===== src/rtl/xmem_pkg.sv =====
package xmem_pkg;
  localparam int SETW  = 4;
  localparam int HOLDW = 4;
  localparam int DATW  = 8;
  localparam int TURNW = 4;
  localparam int CNTW  = 8;

  typedef enum logic [2:0] {
    PH_IDLE, PH_ASET, PH_AHLD, PH_DATA, PH_TURN, PH_DONE
  } ph_e;

  // timing and bus shape held for the duration of one access
  typedef struct packed {
    logic             mux;
    logic [1:0]       width;
    logic [SETW-1:0]  aset;
    logic [HOLDW-1:0] ahld;
    logic [DATW-1:0]  dset;
    logic [TURNW-1:0] turn;
  } bank_tim_t;

  typedef struct packed {
    logic      en;
    logic      wr_ok;
    bank_tim_t tim;
  } bank_cfg_t;
endpackage


===== src/rtl/xmem_cfg_mux.sv =====
module xmem_cfg_mux
  import xmem_pkg::*;
#(
  parameter int NBANK = 4
) (
  input  logic [NBANK-1:0]       en,
  input  logic [NBANK-1:0]       wr_ok,
  input  logic [NBANK-1:0]       mux,
  input  logic [2*NBANK-1:0]     width,
  input  logic [SETW*NBANK-1:0]  aset,
  input  logic [HOLDW*NBANK-1:0] ahld,
  input  logic [DATW*NBANK-1:0]  dset,
  input  logic [TURNW*NBANK-1:0] turn,
  input  logic [$clog2(NBANK)-1:0] sel,
  output bank_cfg_t              cfg
);
  bank_cfg_t tbl [NBANK];

  for (genvar g = 0; g < NBANK; g++) begin : g_bank
    assign tbl[g] = {en[g], wr_ok[g], mux[g], width[2*g +: 2],
                     aset[SETW*g +: SETW], ahld[HOLDW*g +: HOLDW],
                     dset[DATW*g +: DATW], turn[TURNW*g +: TURNW]};
  end

  assign cfg = tbl[sel];
endmodule


===== src/rtl/xmem_wait_sync.sv =====
module xmem_wait_sync #(
  parameter int STAGES = 2
) (
  input  logic clk,
  input  logic rst,
  input  logic wait_in,
  input  logic wait_en,
  input  logic wait_pol,
  output logic w_act
);
  logic [STAGES-1:0] sr;

  always_ff @(posedge clk) begin
    if (rst) sr <= '0;
    else     sr <= {sr[STAGES-2:0], wait_in};
  end

  assign w_act = wait_en && (sr[STAGES-1] == wait_pol);
endmodule


===== src/rtl/xmem_phase_fsm.sv =====
module xmem_phase_fsm
  import xmem_pkg::*;
#(
  parameter int NBANK = 4,
  parameter int AW    = 24,
  parameter int DW    = 32
) (
  input  logic                     clk,
  input  logic                     rst,
  input  logic                     req,
  input  logic                     we,
  input  logic [$clog2(NBANK)-1:0] bank,
  input  logic [AW-1:0]            addr,
  input  logic [DW-1:0]            wdata,
  input  bank_cfg_t                sel_cfg,
  input  logic                     w_act,
  output ph_e                      st_d,
  output bank_tim_t                tim_d,
  output logic [$clog2(NBANK)-1:0] bank_d,
  output logic                     wr_d,
  output logic [AW-1:0]            addr_d,
  output logic [DW-1:0]            wdat_d,
  output logic                     cap,
  output logic                     rej_d
);
  ph_e                      st_q;
  logic [CNTW-1:0]          cnt_q, cnt_d;
  bank_tim_t                tim_q;
  logic [$clog2(NBANK)-1:0] bank_q;
  logic                     wr_q;
  logic [AW-1:0]            addr_q;
  logic [DW-1:0]            wdat_q;

  function automatic ph_e next_ph(ph_e cur, bank_tim_t t);
    ph_e n;
    n = PH_DONE;
    case (cur)
      PH_IDLE: if (t.aset != '0) n = PH_ASET;
               else if (t.mux)   n = PH_AHLD;
               else              n = PH_DATA;
      PH_ASET: if (t.mux) n = PH_AHLD;
               else       n = PH_DATA;
      PH_AHLD: n = PH_DATA;
      PH_DATA: if (t.mux && t.turn != '0) n = PH_TURN;
               else                       n = PH_DONE;
      default: n = PH_DONE;
    endcase
    return n;
  endfunction

  // zero lengths on hold and data phases are raised to one cycle
  function automatic logic [CNTW-1:0] ph_len(ph_e p, bank_tim_t t);
    logic [CNTW-1:0] l;
    case (p)
      PH_ASET: l = CNTW'(t.aset);
      PH_AHLD: l = (t.ahld == '0) ? CNTW'(1) : CNTW'(t.ahld);
      PH_DATA: l = (t.dset == '0) ? CNTW'(1) : CNTW'(t.dset);
      PH_TURN: l = CNTW'(t.turn);
      default: l = '0;
    endcase
    return l;
  endfunction

  always_comb begin
    st_d   = st_q;
    cnt_d  = cnt_q;
    tim_d  = tim_q;
    bank_d = bank_q;
    wr_d   = wr_q;
    addr_d = addr_q;
    wdat_d = wdat_q;
    rej_d  = 1'b0;
    cap    = 1'b0;
    case (st_q)
      PH_IDLE: begin
        if (req) begin
          if (!sel_cfg.en || (we && !sel_cfg.wr_ok)) begin
            rej_d = 1'b1;
          end else begin
            tim_d  = sel_cfg.tim;
            bank_d = bank;
            wr_d   = we;
            addr_d = addr;
            wdat_d = wdata;
            st_d   = next_ph(PH_IDLE, sel_cfg.tim);
            cnt_d  = ph_len(st_d, sel_cfg.tim);
          end
        end
      end
      PH_DONE: st_d = PH_IDLE;
      default: begin
        if (!(st_q == PH_DATA && w_act)) begin
          if (cnt_q <= CNTW'(1)) begin
            st_d  = next_ph(st_q, tim_q);
            cnt_d = ph_len(st_d, tim_q);
            cap   = (st_q == PH_DATA) && !wr_q;
          end else begin
            cnt_d = cnt_q - 1'b1;
          end
        end
      end
    endcase
  end

  always_ff @(posedge clk) begin
    if (rst) begin
      st_q   <= PH_IDLE;
      cnt_q  <= '0;
      tim_q  <= '0;
      bank_q <= '0;
      wr_q   <= 1'b0;
      addr_q <= '0;
      wdat_q <= '0;
    end else begin
      st_q   <= st_d;
      cnt_q  <= cnt_d;
      tim_q  <= tim_d;
      bank_q <= bank_d;
      wr_q   <= wr_d;
      addr_q <= addr_d;
      wdat_q <= wdat_d;
    end
  end

  AST_DATA_CNT_LIVE: assert property (@(posedge clk) disable iff (rst)
    (st_q == PH_DATA) |-> (cnt_q != '0));
  AST_WAIT_FREEZE: assert property (@(posedge clk) disable iff (rst)
    (st_q == PH_DATA && w_act) |=> (st_q == PH_DATA && $stable(cnt_q)));
  AST_DONE_TO_IDLE: assert property (@(posedge clk) disable iff (rst)
    (st_q == PH_DONE) |=> (st_q == PH_IDLE));
endmodule


===== src/rtl/xmem_pin_drv.sv =====
module xmem_pin_drv
  import xmem_pkg::*;
#(
  parameter int NBANK = 4,
  parameter int AW    = 24,
  parameter int DW    = 32
) (
  input  logic                     clk,
  input  logic                     rst,
  input  ph_e                      st_d,
  input  logic                     mux_d,
  input  logic [1:0]               width_d,
  input  logic [$clog2(NBANK)-1:0] bank_d,
  input  logic                     wr_d,
  input  logic [AW-1:0]            addr_d,
  input  logic [DW-1:0]            wdat_d,
  input  logic                     cap,
  input  logic                     rej_d,
  input  logic [DW-1:0]            dq_in,
  output logic [NBANK-1:0]         cs_n,
  output logic                     oe_n,
  output logic                     we_n,
  output logic                     adv_n,
  output logic [AW-1:0]            mem_addr,
  output logic [DW-1:0]            dq_out,
  output logic [DW/8-1:0]          dq_oe,
  output logic [DW-1:0]            rdata,
  output logic                     done,
  output logic                     rej
);
  localparam int LANES = DW / 8;

  logic [LANES-1:0] lane_on;
  logic [DW-1:0]    bmask;
  logic             busy, addr_ph, wr_ph, rd_ph;

  for (genvar g = 0; g < LANES; g++) begin : g_lane
    assign lane_on[g]       = (g < (1 << width_d));
    assign bmask[8*g +: 8]  = {8{lane_on[g]}};
  end

  always_comb begin
    busy    = (st_d == PH_ASET) || (st_d == PH_AHLD) || (st_d == PH_DATA);
    addr_ph = mux_d && ((st_d == PH_ASET) || (st_d == PH_AHLD));
    wr_ph   = (st_d == PH_DATA) && wr_d;
    rd_ph   = (st_d == PH_DATA) && !wr_d;
  end

  always_ff @(posedge clk) begin
    if (rst) begin
      cs_n     <= '1;
      oe_n     <= 1'b1;
      we_n     <= 1'b1;
      adv_n    <= 1'b1;
      mem_addr <= '0;
      dq_out   <= '0;
      dq_oe    <= '0;
      rdata    <= '0;
      done     <= 1'b0;
      rej      <= 1'b0;
    end else begin
      cs_n     <= busy ? ~(NBANK'(1) << bank_d) : '1;
      oe_n     <= !rd_ph;
      we_n     <= !wr_ph;
      adv_n    <= !(st_d == PH_ASET);
      mem_addr <= addr_d;
      dq_oe    <= (addr_ph || wr_ph) ? lane_on : '0;
      if (wr_ph)        dq_out <= wdat_d & bmask;
      else if (addr_ph) dq_out <= DW'(addr_d) & bmask;
      else              dq_out <= '0;
      if (cap) rdata <= dq_in & bmask;
      done     <= (st_d == PH_DONE);
      rej      <= rej_d;
    end
  end

  AST_WE_OE_EXCL: assert property (@(posedge clk) disable iff (rst)
    !(!we_n && !oe_n));
  AST_STROBE_IN_CS: assert property (@(posedge clk) disable iff (rst)
    (!we_n || !oe_n) |-> (cs_n != '1));
  AST_ONE_CS: assert property (@(posedge clk) disable iff (rst)
    $onehot0(~cs_n));
  AST_DONE_PULSE: assert property (@(posedge clk) disable iff (rst)
    done |=> !done);
  AST_BUS_FREE_READ: assert property (@(posedge clk) disable iff (rst)
    !oe_n |-> (dq_oe == '0));
  AST_REJ_IDLE: assert property (@(posedge clk) disable iff (rst)
    rej |-> (cs_n == '1 && !done));
endmodule


===== src/rtl/xmem_async_seq.sv =====
module xmem_async_seq
  import xmem_pkg::*;
#(
  parameter int NBANK       = 4,
  parameter int AW          = 24,
  parameter int DW          = 32,
  parameter int SYNC_STAGES = 2
) (
  input  logic                       clk,
  input  logic                       rst,
  input  logic                       host_req,
  input  logic                       host_we,
  input  logic [$clog2(NBANK)-1:0]   host_bank,
  input  logic [AW-1:0]              host_addr,
  input  logic [DW-1:0]              host_wdata,
  output logic [DW-1:0]              host_rdata,
  output logic                       host_done,
  output logic                       host_rej,
  input  logic [NBANK-1:0]           cfg_en,
  input  logic [NBANK-1:0]           cfg_wr_ok,
  input  logic [NBANK-1:0]           cfg_mux,
  input  logic [2*NBANK-1:0]         cfg_width,
  input  logic [SETW*NBANK-1:0]      cfg_aset,
  input  logic [HOLDW*NBANK-1:0]     cfg_ahld,
  input  logic [DATW*NBANK-1:0]      cfg_dset,
  input  logic [TURNW*NBANK-1:0]     cfg_turn,
  input  logic                       wait_en,
  input  logic                       wait_pol,
  input  logic                       mem_wait,
  output logic [NBANK-1:0]           mem_cs_n,
  output logic                       mem_oe_n,
  output logic                       mem_we_n,
  output logic                       mem_adv_n,
  output logic [AW-1:0]              mem_addr,
  output logic [DW-1:0]              mem_dq_out,
  output logic [DW/8-1:0]            mem_dq_oe,
  input  logic [DW-1:0]              mem_dq_in
);
  bank_cfg_t                sel_cfg;
  bank_tim_t                tim_d;
  ph_e                      st_d;
  logic [$clog2(NBANK)-1:0] bank_d;
  logic                     w_act, wr_d, cap, rej_d;
  logic [AW-1:0]            addr_d;
  logic [DW-1:0]            wdat_d;

  xmem_cfg_mux #(.NBANK(NBANK)) u_cfg (
    .en(cfg_en), .wr_ok(cfg_wr_ok), .mux(cfg_mux), .width(cfg_width),
    .aset(cfg_aset), .ahld(cfg_ahld), .dset(cfg_dset), .turn(cfg_turn),
    .sel(host_bank), .cfg(sel_cfg)
  );

  xmem_wait_sync #(.STAGES(SYNC_STAGES)) u_wait (
    .clk(clk), .rst(rst), .wait_in(mem_wait), .wait_en(wait_en),
    .wait_pol(wait_pol), .w_act(w_act)
  );

  xmem_phase_fsm #(.NBANK(NBANK), .AW(AW), .DW(DW)) u_fsm (
    .clk(clk), .rst(rst), .req(host_req), .we(host_we), .bank(host_bank),
    .addr(host_addr), .wdata(host_wdata), .sel_cfg(sel_cfg), .w_act(w_act),
    .st_d(st_d), .tim_d(tim_d), .bank_d(bank_d), .wr_d(wr_d),
    .addr_d(addr_d), .wdat_d(wdat_d), .cap(cap), .rej_d(rej_d)
  );

  xmem_pin_drv #(.NBANK(NBANK), .AW(AW), .DW(DW)) u_pin (
    .clk(clk), .rst(rst), .st_d(st_d), .mux_d(tim_d.mux),
    .width_d(tim_d.width), .bank_d(bank_d), .wr_d(wr_d), .addr_d(addr_d),
    .wdat_d(wdat_d), .cap(cap), .rej_d(rej_d), .dq_in(mem_dq_in),
    .cs_n(mem_cs_n), .oe_n(mem_oe_n), .we_n(mem_we_n), .adv_n(mem_adv_n),
    .mem_addr(mem_addr), .dq_out(mem_dq_out), .dq_oe(mem_dq_oe),
    .rdata(host_rdata), .done(host_done), .rej(host_rej)
  );
endmodule


===== config.mk =====
export PLATFORM = sky130hd
export DESIGN_NAME = xmem_async_seq
export DESIGN_NICKNAME = d
export VERILOG_FILES = /design/src/rtl/xmem_pkg.sv /design/src/rtl/xmem_cfg_mux.sv /design/src/rtl/xmem_wait_sync.sv /design/src/rtl/xmem_phase_fsm.sv /design/src/rtl/xmem_pin_drv.sv /design/src/rtl/xmem_async_seq.sv
export SDC_FILE = /design/constraint.sdc
export NUM_CORES = 1
export LEC_CHECK = 0
export ABC_AREA = 1
export CELL_PAD_IN_SITES_DETAIL_PLACEMENT = 1
export CELL_PAD_IN_SITES_GLOBAL_PLACEMENT = 1
export CORE_MARGIN = 1.5
export CORE_UTILIZATION = 33
export DETAILED_ROUTE_END_ITERATION = 8
export PLACE_DENSITY_LB_ADDON = 0.08
export SYNTH_ARGS = -nofsm -noshare
export SYNTH_HDL_FRONTEND = slang
export SYNTH_HIERARCHICAL = 1
export SYNTH_SLANG_ARGS = --single-unit

===== constraint.sdc =====
create_clock -name clk -period 3.6 [get_ports clk]
set_input_delay 0.72 -clock clk [delete_from_list [all_inputs] [get_ports clk]]
set_output_delay 0.72 -clock clk [all_outputs]
set_load 0.01 [all_outputs]

==> impl_metrics.json, run 1 <==
{
  "layout.nets": 1794,
  "power.density_mw_per_mm2": 474.5,
  "max_stage_delay_ps": 440,
  "finalNonFillerCells": 1950,
  "fillers": 3445,
  "finalSetupViolCount": 0,
  "r2r-end": "u_pin/dq_oe[2]",
  "synth_nets": 1526,
  "path_class": "primary input to flop",
  "cts_tree": "yes",
  "syn_inst": 1327,
  "rows": 60,
  "worst_pin_slew_ps": 836.8,
  "startpoint_type": "primary input",
  "die_h_um": 169.4,
  "clk_path_buf_depth": 2,
  "crit_path_start": "host_bank[1]",
  "syn_area_mm2": 0.009135,
  "clk_pin_slew_ps": 80,
  "dp_cells": 1917,
  "drt_iter0_drc": 336,
  "rrSetupSlack_ps": 760,
  "finalWirelength_mm": 30.26,
  "worst_slew_margin_rel": 0.4413,
  "drc_errors": 0,
  "synth_area_per_cell_um2": 6.884,
  "period_minus_slack_ps": 3115,
  "min_path_type": "flop to flop",
  "initial_utilization": 0.3380,
  "ff2ff_path_depth": 13,
  "portBuffers": 297,
  "cts_setup_buffers": 0,
  "fmax_mhz": 321.0,
  "cts_buffers": 17,
  "holdBufCountCts": 0,
  "stdcell_area_mm2": 0.01289,
  "reg2reg_from": "u_fsm/cnt_q[0]",
  "crit_family": "buffers and inverters",
  "num_io_pins": 298,
  "min_from": "u_wait/sr[0]",
  "critical_path.max_fanout": 25,
  "coreArea_mm2": 0.02703,
  "layout_commonest_cell": "clkdlybuf4s50_1",
  "hold_end": "u_wait/sr[1]",
  "fin_skew_ps": 26.31,
  "postRouteAntennaNets": 0,
  "whs_ps": 414.4,
  "firstDrtPassIters": 4,
  "grt_pass1_vias": 9209,
  "finalHoldViolCount": 0,
  "die_x_um": 169.4,
  "path_cells": "clkdlybuf4s50_1 > buf_4 > inv_4 > nand3_1 > nand2_1 > o21ai_0 > nor2_4 > inv_2 > or2_2 > o21ai_0 > inv_1 > or2_1 > buf_4 > nand4_1 > o21ai_0",
  "antenna_found_initial": 1,
  "fin_util": 0.4768,
  "hpwlAfterDp_mm": 22.53,
  "cts-root-buf": "clkbuf_16",
  "via_per_inst": 4.624,
  "yosys_warnings": 6,
  "gr-total-overflow": 0,
  "drive_gt1_frac": 0.08769,
  "insertion_delay_ps": 440,
  "peakVddDrop_uv": 352.3,
  "cp.arrival_ps": 3430,
  "grt_max_degree": 54,
  "drv_cap": 0,
  "status": "finished, final reports clean",
  "cts.sinks": 192,
  "cts_resized": 0,
  "cp.required_ps": 3920,
  "path_buf_inv": 6,
  "min_path_cells": 2,
  "area_delta_synth_final_pct": 41.06,
  "mostFrequentLayoutCells": "295 x clkdlybuf4s50_1, 254 x nand2_1, 242 x inv_1, 192 x dfxtp_1, 149 x nor2_1",
  "wl_per_cell_um": 15.52,
  "leakage_nw": 5.882,
  "worst_setup_path_end_kind": "flop",
  "drv_slew": 0,
  "cp_slowest_cell": "clkdlybuf4s50_1",
  "dieArea_mm2": 0.02869,
  "num_vias": 9017,
  "htree_num_levels": 4,
  "globalplace.congestion": 0.8053,
  "place_area_mm2": 0.01226,
  "path_common_cell": "o21ai_0",
  "fin_crit_sh": 0.8654,
  "track_usage": 0.2132,
  "rsz0062_at_grt": "false",
  "tns_ps": 0,
  "grt_pass1_wl_mm": 48.65
}
[how the worst max path moves through the flow]
stage / endpoint / slack (ps) / cells after the start
after global placement: u_pin/dq_out[14] / 130 / 15
after global routing: u_pin/dq_out[15] / 270 / 15
after CTS: u_pin/dq_out[14] / 470 / 15
after floorplan: u_pin/dq_out[15] / 590 / 18
final: u_pin/dq_out[14] / 480 / 15
after detailed placement: u_pin/dq_out[14] / 9 / 15
[cell type report]
class	count	area (um2)	share of cell area
diodes	1	2.502	0.0001942
clock buffers	17	425.4	0.03301
clock inverters	15	197.7	0.01534
inverters	250	948.4	0.07360
multi-input cells	814	3891	0.3020
flip-flops and latches	192	3844	0.2983
well taps	341	426.7	0.03311
repair buffers	320	3151	0.2445
[routing by layer]
| metal | GRT usage | vias up | routed length, um |
|---|---|---|---|
| li1 | - | 4588 | - |
| met1 | 0.2783 | 4157 | 14280 |
| met2 | 0.3460 | 238 | 13460 |
| met3 | 0.05527 | 34 | 1863 |
| met4 | 0.06156 | 0 | 660 |
| met5 | 0 | - | 0 |
[flip-flops by register name, summed over array words and instances, names as in the netlist, 2 cells and up]
register,count
u_fsm/addr_q,24
u_fsm/tim_q,19
u_pin/mem_addr,24
u_wait/sr,2
u_fsm/st_q,3
u_pin/dq_oe,4
u_pin/rdata,32
u_fsm/wdat_q,32
u_fsm/bank_q,2
u_pin/dq_out,32
u_fsm/cnt_q,8
u_pin/cs_n,4
[worst register-to-register path, cell delays in order (launching register included)]
cell and delay (ps):
dfxtp_1 390, inv_1 80, ha_1 270, or2_2 330
nand3_1 210, inv_1 200, o211ai_1 210, nand2_1 90
nand2_1 140, nand2_1 120, nor3_4 160, buf_12 200
nand2_4 170, a21oi_1 210
[metrics by stage]
step	power [mW]	setup slack (ps)
3_3_place_gp	4.150	126.1
4_1_cts	6.204	474.3
3_5_place_dp	4.189	9.133
2_1_floorplan	3.540	586.0
6_report	6.115	484.7
5_1_grt	6.520	272.6
[report_power, final]
group / internal (mW) / switching (mW) / total [mW]
Clock: 0.963 / 1.02 / 1.98
Sequential: 2.31 / 0.101 / 2.42
Combinational: 0.699 / 1.02 / 1.72
Note: power is estimated with default switching activity, not from simulation.
==> run 2: changes to the inputs <==
--- a/config.mk
+++ b/config.mk
@@ -11,6 +11,7 @@
 export CORE_MARGIN = 1.5
 export CORE_UTILIZATION = 33
 export DETAILED_ROUTE_END_ITERATION = 8
+export GPL_TIMING_DRIVEN = 0
 export PLACE_DENSITY_LB_ADDON = 0.08
 export SYNTH_ARGS = -nofsm -noshare
 export SYNTH_HDL_FRONTEND = slang
==> run 2 against run 1 <==
Net effect:
- routed wire length is 7.9% higher
- sequential cell count stayed put
- sequential power hardly changed
- via count is 4.0% higher
- design area is 3.0% higher
- worst setup slack worse by 56 ps
- clock-buffer cell count stayed put
- sequential share of layout area is 0.87 points lower
- register-to-register slack worse by 80 ps
- critical path type unchanged
- critical endpoint is now u_pin/dq_out[21]
- largest power group unchanged
==> impl_metrics.json, run 2 (same netlist as run 1, synthesis figures left out) <==
{
  "globalplace.congestion": 0.8050,
  "htree_num_levels": 4,
  "via_per_inst": 4.680,
  "finalHoldViolCount": 0,
  "grt_pass1_vias": 9693,
  "clk_path_buf_depth": 2,
  "worst_slew_margin_rel": 0.2778,
  "layout_commonest_cell": "clkdlybuf4s50_1",
  "cts_tree": "yes",
  "holdBufCountCts": 0,
  "layout.nets": 1846,
  "fin_crit_sh": 0.8809,
  "place_area_mm2": 0.01253,
  "whs_ps": 418.2,
  "grt_pass1_wl_mm": 51.68,
  "insertion_delay_ps": 450,
  "worst_setup_path_end_kind": "flop",
  "antenna_found_initial": 3,
  "period_minus_slack_ps": 3171,
  "finalWirelength_mm": 32.66,
  "drt_iter0_drc": 375,
  "die_h_um": 169.4,
  "worst_pin_slew_ps": 1073,
  "fmax_mhz": 315.3,
  "clk_pin_slew_ps": 80,
  "cp_slowest_cell": "clkdlybuf4s50_1",
  "drv_slew": 0,
  "rsz0062_at_grt": "false",
  "die_x_um": 169.4,
  "wl_per_cell_um": 16.29,
  "peakVddDrop_uv": 305.0,
  "finalSetupViolCount": 0,
  "rows": 60,
  "grt_max_degree": 25,
  "drv_cap": 0,
  "portBuffers": 297,
  "hpwlAfterDp_mm": 25.59,
  "path_cells": "clkdlybuf4s50_1 > buf_4 > inv_4 > buf_4 > nand3_1 > nand2_1 > inv_1 > nand4_1 > o21ai_0 > nand2_1 > inv_1 > nand3_1 > nand2_1 > nand3_4 > buf_6 > o21ai_0",
  "drc_errors": 0,
  "fillers": 3436,
  "reg_top3": "u_fsm/wdat_q (32), u_pin/dq_out (32), u_pin/rdata (32)",
  "cts.sinks": 192,
  "mostFrequentLayoutCells": "296 x clkdlybuf4s50_1, 254 x nand2_1, 242 x inv_1, 192 x dfxtp_1, 149 x nor2_1",
  "postRouteAntennaNets": 0,
  "gr-total-overflow": 0,
  "firstDrtPassIters": 5,
  "status": "finished, final reports clean",
  "min_path_type": "flop to flop",
  "power.density_mw_per_mm2": 474.8,
  "startpoint_type": "primary input",
  "cts_buffers": 17,
  "drive_gt1_frac": 0.09940,
  "fin_skew_ps": 22.10,
  "area_delta_synth_final_pct": 45.31,
  "initial_utilization": 0.3380,
  "track_usage": 0.2311,
  "cp.required_ps": 3960,
  "num_vias": 9378,
  "max_stage_delay_ps": 480,
  "path_common_cell": "nand2_1",
  "dieArea_mm2": 0.02869,
  "cts-root-buf": "clkbuf_16",
  "stdcell_area_mm2": 0.01327,
  "path_class": "primary input to flop",
  "cp.arrival_ps": 3540,
  "critical_path.max_fanout": 10,
  "coreArea_mm2": 0.02703,
  "num_io_pins": 298,
  "leakage_nw": 6.081
}
[run 2: cell types whose count changed in the layout (fill, tap and decap cells not counted), moves of 2 or more]
cell	change
clkinv_8	-2
o21ai_0	-2
clkbuf_4	+2
clkbuf_1	+26
buf_6	+18
buf_2	+9
clkbuf_2	+4
buf_4	-10
inv_8	-2
inv_12	+4
diode_2	+2
[run 2: metal layers]
layer  up-vias  track usage  part of all wire
li1       4707            -                 -
met1      4399       0.2982              0.47
met2       237       0.3829              0.46
met3        33      0.05410             0.054
met4         2      0.06887             0.019
met5         -            0           0.00037
[run 2: worst paths after layout]
kind / end / cells after the start / slack (ps) / from
setup / recovery: u_pin/dq_out[21] / 16 / 430 / host_bank[1]
hold reg to reg: u_wait/sr[1] / 2 / 420 / u_wait/sr[0]
hold / removal: u_wait/sr[1] / 2 / 420 / u_wait/sr[0]
setup reg to reg: u_pin/rdata[25] / 8 / 680 / u_fsm/st_q[0]
[run 2: final cells by class]
cell class / count / area [um2] / share of cell area
multi-input cells: 814 / 3904 / 0.2941
flip-flops and latches: 192 / 3844 / 0.2896
repair buffers: 302 / 3038 / 0.2289
inverters: 250 / 948.4 / 0.07145
plain buffers: 70 / 460.4 / 0.03469
well taps: 341 / 426.7 / 0.03214
clock buffers: 17 / 425.4 / 0.03205
clock inverters: 15 / 220.2 / 0.01659
diodes: 3 / 7.507 / 0.0005656
[run 2: critical path: cells and delay by family]
family          cells  cell delay [ps]
buf+inv             7             1290
simple gates        7             1000
compound gates      2              500
[run 2: repair_timing]
item | CTS | global route
gates resized for setup | 2 | 10
buffers inserted | 5 | 0
pin swaps | 2 | 0
endpoints found under the setup margin | 61 | 57
[run 2: power breakdown]
group	internal (mW)	switching, mW	total [mW]
clock network	0.992	1.08	2.07
registers	2.31	0.105	2.42
logic	0.749	1.06	1.81
[run 2: stage by stage]
step                      utilization  setup slack, ps  TNS, ps  total power [mW]  std cells
after floorplan                     -            586.0        0             3.540       1327
after global placement         0.4638           -790.3   -40770             4.203       1965
after detailed placement       0.4638           -833.0   -43330             4.254       1965
after CTS                      0.4899            29.50        0             6.362       2001
after global routing           0.4911            210.4        0             6.684       2003
final                          0.4912            428.7        0             6.302       2004
